**src/rtl/lsu_align_pkg.sv**
```systemverilog
package lsu_align_pkg;
  localparam int DATA_W = 32;
  localparam int LANES  = DATA_W / 8;
  localparam int OP_W   = 6;

  localparam logic [OP_W-1:0] OP_LUI = 6'h0F;
  localparam logic [OP_W-1:0] OP_LB  = 6'h20;
  localparam logic [OP_W-1:0] OP_LH  = 6'h21;
  localparam logic [OP_W-1:0] OP_LWH = 6'h22;
  localparam logic [OP_W-1:0] OP_LW  = 6'h23;
  localparam logic [OP_W-1:0] OP_LBU = 6'h24;
  localparam logic [OP_W-1:0] OP_LHU = 6'h25;
  localparam logic [OP_W-1:0] OP_LWL = 6'h26;
  localparam logic [OP_W-1:0] OP_SB  = 6'h28;
  localparam logic [OP_W-1:0] OP_SH  = 6'h29;
  localparam logic [OP_W-1:0] OP_SW  = 6'h2B;

  typedef enum logic [1:0] {K_BAD, K_LUI, K_LOAD, K_STORE} kind_e;
  typedef enum logic [2:0] {F_LB, F_LBU, F_LH, F_LHU, F_LW, F_MHI, F_MLO, F_LUI} fmt_e;
  typedef enum logic [1:0] {SZ_BYTE, SZ_HALF, SZ_WORD} size_e;
  typedef enum logic [1:0] {ST_IDLE, ST_MEM, ST_FIN} state_e;

  typedef struct packed {
    kind_e kind;
    fmt_e  fmt;
    size_e size;
    logic  misalign;
  } dec_t;
endpackage

```
**src/rtl/lsu_decode.sv**
```systemverilog
module lsu_decode
  import lsu_align_pkg::*;
(
  input  logic [OP_W-1:0] op,
  input  logic [1:0]      off,
  output dec_t            dec
);
  always_comb begin
    dec.kind     = K_BAD;
    dec.fmt      = F_LW;
    dec.size     = SZ_WORD;
    dec.misalign = 1'b0;
    case (op)
      OP_LUI: begin dec.kind = K_LUI;  dec.fmt = F_LUI; end
      OP_LB:  begin dec.kind = K_LOAD; dec.fmt = F_LB;  dec.size = SZ_BYTE; end
      OP_LBU: begin dec.kind = K_LOAD; dec.fmt = F_LBU; dec.size = SZ_BYTE; end
      OP_LH:  begin dec.kind = K_LOAD; dec.fmt = F_LH;  dec.size = SZ_HALF; dec.misalign = off[0]; end
      OP_LHU: begin dec.kind = K_LOAD; dec.fmt = F_LHU; dec.size = SZ_HALF; dec.misalign = off[0]; end
      OP_LW:  begin dec.kind = K_LOAD; dec.fmt = F_LW;  dec.misalign = (off != 2'b00); end
      OP_LWH: begin dec.kind = K_LOAD; dec.fmt = F_MHI; dec.misalign = (off != 2'b00); end
      OP_LWL: begin dec.kind = K_LOAD; dec.fmt = F_MLO; dec.misalign = (off != 2'b11); end
      OP_SB:  begin dec.kind = K_STORE; dec.size = SZ_BYTE; end
      OP_SH:  begin dec.kind = K_STORE; dec.size = SZ_HALF; dec.misalign = off[0]; end
      OP_SW:  begin dec.kind = K_STORE; dec.misalign = (off != 2'b00); end
      default: ;
    endcase
  end
endmodule

```
**src/rtl/lsu_store_lane.sv**
```systemverilog
module lsu_store_lane
  import lsu_align_pkg::*;
(
  input  size_e             size,
  input  logic [1:0]        off,
  input  logic [DATA_W-1:0] data,
  output logic [LANES-1:0]  be,
  output logic [DATA_W-1:0] wdata
);
  for (genvar i = 0; i < LANES; i++) begin : g_lane
    localparam logic [1:0] BYTE_OFF = 2'(LANES - 1 - i);
    always_comb begin
      case (size)
        SZ_BYTE: begin
          be[i]           = (off == BYTE_OFF);
          wdata[8*i +: 8] = data[7:0];
        end
        SZ_HALF: begin
          be[i]           = (off[1] == BYTE_OFF[1]);
          wdata[8*i +: 8] = (i % 2 == 1) ? data[15:8] : data[7:0];
        end
        default: begin
          be[i]           = 1'b1;
          wdata[8*i +: 8] = data[8*i +: 8];
        end
      endcase
    end
  end
endmodule

```
**src/rtl/lsu_load_fmt.sv**
```systemverilog
module lsu_load_fmt
  import lsu_align_pkg::*;
(
  input  fmt_e              fmt,
  input  logic [1:0]        off,
  input  logic [DATA_W-1:0] rdata,
  input  logic [DATA_W-1:0] old,
  input  logic [15:0]       imm,
  output logic [DATA_W-1:0] result
);
  logic [7:0]  sel_byte;
  logic [15:0] sel_half;

  always_comb begin
    case (off)
      2'd0:    sel_byte = rdata[31:24];
      2'd1:    sel_byte = rdata[23:16];
      2'd2:    sel_byte = rdata[15:8];
      default: sel_byte = rdata[7:0];
    endcase
    sel_half = off[1] ? rdata[15:0] : rdata[31:16];
  end

  always_comb begin
    case (fmt)
      F_LB:    result = {{24{sel_byte[7]}}, sel_byte};
      F_LBU:   result = {24'h0, sel_byte};
      F_LH:    result = {{16{sel_half[15]}}, sel_half};
      F_LHU:   result = {16'h0, sel_half};
      F_MHI:   result = {rdata[31:16], old[15:0]};
      F_MLO:   result = {old[31:16], rdata[15:0]};
      F_LUI:   result = {imm, 16'h0};
      default: result = rdata;
    endcase
  end
endmodule

```
**src/rtl/lsu_align.sv**
```systemverilog
module lsu_align
  import lsu_align_pkg::*;
#(
  parameter int ADDR_W = 32
) (
  input  logic              clk,
  input  logic              rst_n,
  input  logic              req_valid,
  input  logic [OP_W-1:0]   req_op,
  input  logic [ADDR_W-1:0] req_addr,
  input  logic [15:0]       req_imm,
  input  logic [DATA_W-1:0] req_old,
  input  logic [DATA_W-1:0] req_wdata,
  output logic              busy,
  output logic              mem_req,
  output logic              mem_we,
  output logic [ADDR_W-1:0] mem_addr,
  output logic [LANES-1:0]  mem_be,
  output logic [DATA_W-1:0] mem_wdata,
  input  logic              mem_rvalid,
  input  logic [DATA_W-1:0] mem_rdata,
  output logic              wb_we,
  output logic [DATA_W-1:0] wb_data,
  output logic              addr_exc,
  output logic              ill_op
);
  state_e            state_q, state_d;
  dec_t              dec;
  logic              accept, is_mem, cap_en;
  logic              exc_d, ill_d;
  logic [LANES-1:0]  be_c;
  logic [DATA_W-1:0] wd_c;

  fmt_e              fmt_q;
  logic [1:0]        off_q;
  logic [DATA_W-1:0] old_q, rdata_q, wdata_q;
  logic [15:0]       imm_q;
  logic [ADDR_W-1:0] addr_q;
  logic [LANES-1:0]  be_q;
  logic              we_q, exc_q, ill_q;

  lsu_decode u_dec (
    .op  (req_op),
    .off (req_addr[1:0]),
    .dec (dec)
  );

  lsu_store_lane u_lane (
    .size  (dec.size),
    .off   (req_addr[1:0]),
    .data  (req_wdata),
    .be    (be_c),
    .wdata (wd_c)
  );

  assign accept = req_valid && (state_q == ST_IDLE);
  assign is_mem = (dec.kind == K_LOAD) || (dec.kind == K_STORE);
  assign cap_en = (state_q == ST_MEM) && mem_rvalid;

  always_comb begin
    state_d = state_q;
    exc_d   = accept && is_mem && dec.misalign;
    ill_d   = accept && (dec.kind == K_BAD);
    case (state_q)
      ST_IDLE: begin
        if (accept) begin
          if (dec.kind == K_LUI)              state_d = ST_FIN;
          else if (is_mem && !dec.misalign)   state_d = ST_MEM;
        end
      end
      ST_MEM:  if (mem_rvalid) state_d = we_q ? ST_IDLE : ST_FIN;
      default: state_d = ST_IDLE;
    endcase
  end

  always_ff @(posedge clk or negedge rst_n) begin
    if (!rst_n) begin
      state_q <= ST_IDLE;
      exc_q   <= 1'b0;
      ill_q   <= 1'b0;
      fmt_q   <= F_LW;
      off_q   <= 2'b00;
      old_q   <= '0;
      imm_q   <= '0;
      addr_q  <= '0;
      be_q    <= '0;
      wdata_q <= '0;
      we_q    <= 1'b0;
      rdata_q <= '0;
    end else begin
      state_q <= state_d;
      exc_q   <= exc_d;
      ill_q   <= ill_d;
      if (accept) begin
        fmt_q   <= dec.fmt;
        off_q   <= req_addr[1:0];
        old_q   <= req_old;
        imm_q   <= req_imm;
        addr_q  <= {req_addr[ADDR_W-1:2], 2'b00};
        be_q    <= be_c;
        wdata_q <= (dec.kind == K_STORE) ? wd_c : '0;
        we_q    <= (dec.kind == K_STORE);
      end
      if (cap_en) rdata_q <= mem_rdata;
    end
  end

  lsu_load_fmt u_fmt (
    .fmt    (fmt_q),
    .off    (off_q),
    .rdata  (rdata_q),
    .old    (old_q),
    .imm    (imm_q),
    .result (wb_data)
  );

  assign busy      = (state_q != ST_IDLE);
  assign mem_req   = (state_q == ST_MEM);
  assign mem_we    = we_q;
  assign mem_addr  = addr_q;
  assign mem_be    = be_q;
  assign mem_wdata = wdata_q;
  assign wb_we     = (state_q == ST_FIN);
  assign addr_exc  = exc_q;
  assign ill_op    = ill_q;
endmodule

```
**config.mk**
```make
export PLATFORM = sky130hd
export DESIGN_NAME = lsu_align
export DESIGN_NICKNAME = d
export VERILOG_FILES = /design/src/rtl/lsu_align_pkg.sv /design/src/rtl/lsu_decode.sv /design/src/rtl/lsu_store_lane.sv /design/src/rtl/lsu_load_fmt.sv /design/src/rtl/lsu_align.sv
export SDC_FILE = /design/constraint.sdc
export NUM_CORES = 1
export LEC_CHECK = 0
export BUFFER_PORTS_ARGS = -buffer_cell sky130_fd_sc_hd__buf_4
export CAP_MARGIN = 20
export CORE_MARGIN = 2
export CORE_UTILIZATION = 53
export CTS_BUF_LIST = sky130_fd_sc_hd__clkbuf_4
export CTS_CLUSTER_DIAMETER = 60
export DETAILED_ROUTE_END_ITERATION = 8
export GPL_TIMING_DRIVEN = 1
export HOLD_SLACK_MARGIN = 0.06
export PLACE_DENSITY = 0.83
export REMOVE_ABC_BUFFERS = 1
export SYNTH_ARGS = -nofsm -noshare
export SYNTH_HDL_FRONTEND = slang
export SYNTH_HIERARCHICAL = 1
export SYNTH_SLANG_ARGS = --single-unit
```
**constraint.sdc**
```tcl
create_clock -name clk -period 2.15 [get_ports clk]
set_input_delay 0.215 -clock clk [delete_from_list [all_inputs] [get_ports clk]]
set_output_delay 0.215 -clock clk [all_outputs]
set_load 0.02 [all_outputs]
```
# Word level (Yosys, flattened, before mapping)
# Cells that the tools add are included.
totals:
  register_bits: 156
  in_bits: 154
  word_cells: 89
classes:
  reduce_logical: 23
  n_bitwise: 1
  eq_ne: 32
  muxes: 21
op_table:
  columns: ["op", "count"]
  rows:
  - ["case mux 32 bit (7 select lines)", 1]
  - ["equality test 6 bit, second input constant", 10]
  - ["two-way mux 32 bit", 1]
  - ["case mux 8 bit (3 select lines)", 1]
  - ["case mux 3 bit (7 select lines)", 1]
  - ["two-way mux 16 bit", 1]
  - ["two-way mux 8 bit", 2]
  - ["case mux 8 bit (2 select lines)", 1]
  - ["equality test 2 bit, second input constant", 6]
  - ["OR reduction 3 bit", 4]
  - ["equality test 2 x 1 -> 1 bit, second input constant", 5]
  - ["logical NOT 2 bit", 5]
  - ["two-way mux 2 bit", 5]
  - ["equality test 3 bit, second input constant", 3]
  - ["case mux 1 bit (2 select lines)", 4]
  - ["case mux 2 bit (2 select lines)", 2]
  - ["OR reduction 7 bit", 1]
  - ["equality test 3 x 2 -> 1 bit, second input constant", 2]
  - ["equality test 6 x 4 -> 1 bit, second input constant", 1]
  - ["logical AND 1 bit", 6]
  - ["case mux 2 bit (3 select lines)", 1]
  - ["inequality test 2 bit, second input constant", 2]
  - ["nonzero test 2 bit", 2]
  - ["equality test 3 x 1 -> 1 bit, second input constant", 1]
  - ["other kinds (9)", 9]

# Longest topological paths before layout
logic_depth:
  ltp_word: 10
  mapped_depth: 8
  depth_no_buf: 6

# Hierarchy
# The synthesis kept the hierarchy.
modules_own_cells:
  columns: ["mod", "cells_per_inst", "n_inst", "area_per_inst_um2", "seq_area_each_um2"]
  rows:
  - ["lsu_align", 379, 1, 6054.6, 3905.0]
  - ["lsu_load_fmt", 159, 1, 1167.4, 0.0]
  - ["lsu_store_lane", 60, 1, 531.8, 0.0]
  - ["lsu_decode", 34, 1, 260.2, 0.0]

# Worst setup path after synthesis
# OpenSTA, ideal clock, no wires.
synth_timing:
  path_kind: "register -> output"
  from: "register off_q[0]"
  to: "output port wb_data[18]"
  t_arrival_ps: 1748
  path_slack_ps: 187
  n_path_buf: 2
  stages_incl_launch_ff: 6
  path_cell_list: "dfrtp_1 buf_6 mux4_2 and3_4 buf_6 or3_1"
synth_via:
  elab_chain_cells: 3
  word_cells_on_any_way: 5
  classes_between: "eq/ne (2); mux (2); reduce/logical (1)"
synth_rtl:
  columns: ["element", "line", "rtl"]
  rows:
  - ["start, declared", "lsu_align.sv:35", "logic [1:0] off_q;"]
  - ["start signal, assigned", "lsu_align.sv:96", "off_q <= req_addr[1:0];"]
  - ["equality test 2 bit, or another cell as far along", "lsu_load_fmt.sv:15", "case (off)"]
  - ["case mux 8 bit (3 select lines) (*)", "lsu_load_fmt.sv:15", null]
  - ["case mux 32 bit (7 select lines) (*)", "lsu_load_fmt.sv:25", "case (fmt)"]
  - ["end, declared", "lsu_align.sv:23", "output logic [DATA_W-1:0] wb_data,"]
# Every way passes the cells marked *; elsewhere a longest branch is shown, timed or not.

# Worst setup path in the final report
layout_timing:
  from: "register rdata_q[23]"
  to: "output port wb_data[23]"
layout_via:
  elab_chain_cells: 2
layout_rtl:
  columns: ["element", "line", "rtl"]
  rows:
  - ["start, declared", "lsu_align.sv:36", "logic [DATA_W-1:0] old_q, rdata_q, wdata_q;"]
  - ["start signal, assigned", "lsu_align.sv:104", "if (cap_en) rdata_q <= mem_rdata;"]
  - ["case mux 8 bit (3 select lines)", "lsu_load_fmt.sv:15", null]
  - ["case mux 32 bit (7 select lines) (*)", "lsu_load_fmt.sv:25", null]
# Marks and branches as above.

==> qor.yml <==
placement:
  finalWeightedCongestion: 0.858
  post-place-cells: 1041
  dpl_worst_slack_ns: -0.00926
  port_buffers: 257
  place.detailed.hpwl_um: 15700
final_layout:
  sequential_cell_area_um2: 3910
  area_delta_synth_final_pct: 50.9
  final_net_count: 1172
  finish.utilization_pct: 82.6
  finalNonFillerCells: 1219
  drive_gt1_share_pct: 49.0
  final.fill_count: 759
  multi_input_area_um2: 3950
logic_synthesis:
  netlist_instances: 632
  yosysUniqueCellTypes: 61
  synthesis.area_um2: 8010
  postSynthRegisterBits: 156
  most_used_dff_post_synth: "sky130_fd_sc_hd__dfrtp_1"
  synth_enable_flop_cells: 0
  ys.warnings.count: 6
  asyncSetResetFlopFracSynth_pct: 100
  post_synth.cell_area_avg_um2: 12.7
  synth-seq-area-share_pct: 48.7
timing:
  fin_crit_ns: 2.50
  final.setup.worst_slack_ns: -0.353
  timing.final.crit_share_pct: 116
  fmaxAchievable_ghz: 0.400
  setup_viol: 32
  worstMarginPinSlew_ns: 0.642
  slew_viol_final: 0
  rsz0062_at_grt: "yes"
  final_hold_viol_count: 0
  fin_worst_skew_ns: 0.0287
  timing.hold.ws_ns: 0.114
  slew-limit-headroom_pct: 57.1
die:
  core.rowCount: 44
  starting_density_of_the_core_pct: 54.7
  die_x_um: 127
  floorplan.io_pins: 260
  die-area_um2: 16100
  die-height_um: 127
  core_region_area_um2: 14600
setup_path:
  worst_path_largest_cell_delay_ns: 0.54
  critical_path.slowest_cell: "sky130_fd_sc_hd__mux4_2"
  cp_cell_instances: "mux4_2 > and3_4 > or3_4 > buf_6"
  path_class: "reg2out"
  timing.critical_path.from_type: "flop"
  critical_path_peak_fanout: 6
  timing.critical_path.arrival_ns: 2.29
  delay_heaviest_family_cp: "simple AND/OR/NAND/NOR gates"
  crit_buf_inv: 1
  critPathRequiredTime_ns: 1.93
  cp-end-kind: "output pin"
clock_network:
  tritoncts: "yes"
  worst_setup_hold_path_clk_slew_ns: 0.13
  tritoncts_num_sinks: 156
  insertion_delay_ns: 0.57
  cts-root-buf: "sky130_fd_sc_hd__clkbuf_4"
  tritoncts.num_buffers: 17
  htree_levels: 4
  clockBufferDepth: 2
drt:
  route.final.wire_length_um: 27200
  routed_via_density: 5.90
  initialDrtViolationCount: 623
  first_pass_detailed_route_iteration_total: 5
  drcViolationCount: 0
  drt_antenna_net_count: 0
  avgRoutedWirePerCell_um: 22.3
  via_count: 7191
grt:
  initial_antenna_violation_count: 4
  grt_start_max_net_pins: 72
  gr-total-overflow: 0
  number_of_global_route_vias_before_repair: 7672
  grt_pass1_wl_um: 41400
  grt_usage_pct: 33.6
run_status:
  violations: "negative setup slack"
  run_status: "finished with violations"
pwr:
  power_report.internal_total_mw: 6.22
  fin_total_pwr_mw: 9.42
  irDropWorstVdd_v: 0.000410
  clock_power_share_pct: 19.0
  power-per-cell-area_nw_per_um2: 779
  power.sequential.fraction_pct: 40.7
  power_switching_share_pct: 34.0
  p_sw_mw: 3.20
  p_comb_share_pct: 40.3
  cellLeakagePower_nw: 5.72
flow_run:
  drv.max_cap_violation_count: 0
worst_hold_path:
  worstHoldPathType: "in2reg"
[power groups by stage]
stage                     Combinational [mW]  Clock, mW  Sequential (mW)
after global routing                    3.97       1.92             3.89
final                                   3.79       1.79             3.83
after CTS                               3.61       1.79             3.78
after global placement                  2.90          0             3.81
after floorplan                         1.64          0             3.90
after detailed placement                2.99          0             3.84
[per-layer routing]
| metal | up-vias | part of all wire [%] | GRT usage (%) |
|---|---|---|---|
| li1 | 3107 | - | - |
| met3 | 93 | 7.6 | 8.86 |
| met2 | 397 | 53 | 61.4 |
| met4 | 0 | 4.1 | 15.5 |
| met1 | 3594 | 35 | 36.1 |
| met5 | - | 0 | 0 |
[worst reg2reg max path, delay by kind of cell (launching register included)]
kind / cells / cell delay (ns)
buffers and inverters: 1 / 0.39
DFF: 1 / 0.49
muxes: 1 / 0.44
and+or+nand+nor: 1 / 0.34
[area by class of cell]
cell class / instances / share of cell area [%]
multi-input combinational: 414 / 32.6
sequential: 156 / 32.3
timing repair buffer: 419 / 30.5
tap: 184 / 1.90
clock buffer: 20 / 1.24
clock inverter: 12 / 1.00
inverter: 10 / 0.321
antenna: 4 / 0.0828
[placed cells by master, fill, tap and decap left out, types with 7 or more instances in the layout]
cell type                       instances
sky130_fd_sc_hd__a21oi_1               19
sky130_fd_sc_hd__a221o_2                8
sky130_fd_sc_hd__a22o_1                 9
sky130_fd_sc_hd__and3_1                33
sky130_fd_sc_hd__buf_12                 7
sky130_fd_sc_hd__buf_4                256
sky130_fd_sc_hd__buf_6                 32
sky130_fd_sc_hd__clkbuf_4              20
sky130_fd_sc_hd__clkinv_2               7
sky130_fd_sc_hd__dfrtp_1              151
sky130_fd_sc_hd__dlygate4sd3_1        122
sky130_fd_sc_hd__inv_1                  9
sky130_fd_sc_hd__mux2_1                66
sky130_fd_sc_hd__mux2_2               105
sky130_fd_sc_hd__mux2i_1               32
sky130_fd_sc_hd__nand2_1               12
sky130_fd_sc_hd__o21ai_0               16
sky130_fd_sc_hd__o21ai_2                8
sky130_fd_sc_hd__o2bb2ai_1              7
sky130_fd_sc_hd__or3_4                 16
[synthesized netlist by cell type, types with 3 or more instances]
master	number	share of area [%]
sky130_fd_sc_hd__o21ai_0	16	1.0
sky130_fd_sc_hd__inv_1	9	0.42
sky130_fd_sc_hd__a221o_1	3	0.37
sky130_fd_sc_hd__mux2_2	108	15
sky130_fd_sc_hd__o211ai_1	4	0.37
sky130_fd_sc_hd__nor2_1	6	0.28
sky130_fd_sc_hd__a21oi_1	20	1.2
sky130_fd_sc_hd__buf_6	7	0.98
sky130_fd_sc_hd__a32oi_1	3	0.33
sky130_fd_sc_hd__o2bb2ai_1	7	0.77
sky130_fd_sc_hd__dfrtp_1	155	48
sky130_fd_sc_hd__a22o_1	9	0.98
sky130_fd_sc_hd__a221o_2	8	1.1
sky130_fd_sc_hd__or3_2	4	0.37
sky130_fd_sc_hd__buf_2	14	0.87
sky130_fd_sc_hd__and3_1	33	2.6
sky130_fd_sc_hd__nor2b_1	8	0.62
sky130_fd_sc_hd__nand2_1	14	0.66
sky130_fd_sc_hd__or3_1	13	1.0
sky130_fd_sc_hd__mux2_1	66	9.3
sky130_fd_sc_hd__mux2i_1	33	4.1
sky130_fd_sc_hd__buf_4	18	1.7
sky130_fd_sc_hd__clkbuf_1	15	0.70
sky130_fd_sc_hd__nand2b_1	6	0.47
sky130_fd_sc_hd__o21ai_2	8	0.87
[sequential cells by signal, indices dropped and copies added, names as in the netlist]
name,flops
mem_wdata,32
rdata_q,32
mem_addr,30
imm_q,16
mem_we,1
fmt_q,3
old_q,32
addr_exc,1
ill_op,1
off_q,2
mem_be,4
state_q,2
[logic make-up after synthesis]
family / synth area share (%)
muxes: 28.9
and+or+nand+nor: 8.42
AOI/OAI and AO/OA: 9.01
buffers and inverters: 4.95
DFF: 48.7
other: 0.0468
[metrics by stage]
stage	instance area, µm²	setup TNS, ns
floorplan	7660	-461.10
global placement	10100	0
detailed placement	10100	-0.00926
CTS	12000	-9.57
global route	12100	-12.04
finish	12100	-9.78
[path summary, 6_finish.rpt]
path / start / to / slack (ns) / depth (start not counted)
max: rdata_q[23]$_DFFE_PN0P_ / wb_data[23] / -0.35 / 4
min: req_wdata[4] / mem_wdata[4]$_DFFE_PN0P_ / 0.11 / 3
max reg2reg: state_q[1]$_DFFE_PN0P_ / mem_addr[29]$_DFFE_PN0P_ / 0.37 / 3
min reg2reg: mem_we$_DFFE_PN0P_ / state_q[1]$_DFFE_PN0P_ / 0.49 / 1
max in group asynchronous: rst_n / addr_exc$_DFF_PN0_ / 1.21 / 3
min in group asynchronous: rst_n / mem_wdata[3]$_DFFE_PN0P_ / 0.16 / 2
[what timing repair did]
action | in CTS | in global routing
gates cloned | 4 | 0
resized for setup | 72 | 10
hold buffers | 122 | 0
setup buffers | 10 | 5
endpoints found under the setup margin | 32 | 32
endpoints found under the hold margin | 228 | 0
pin swaps | 26 | 8
No activity file was read; power rests on OpenSTA's default activity.
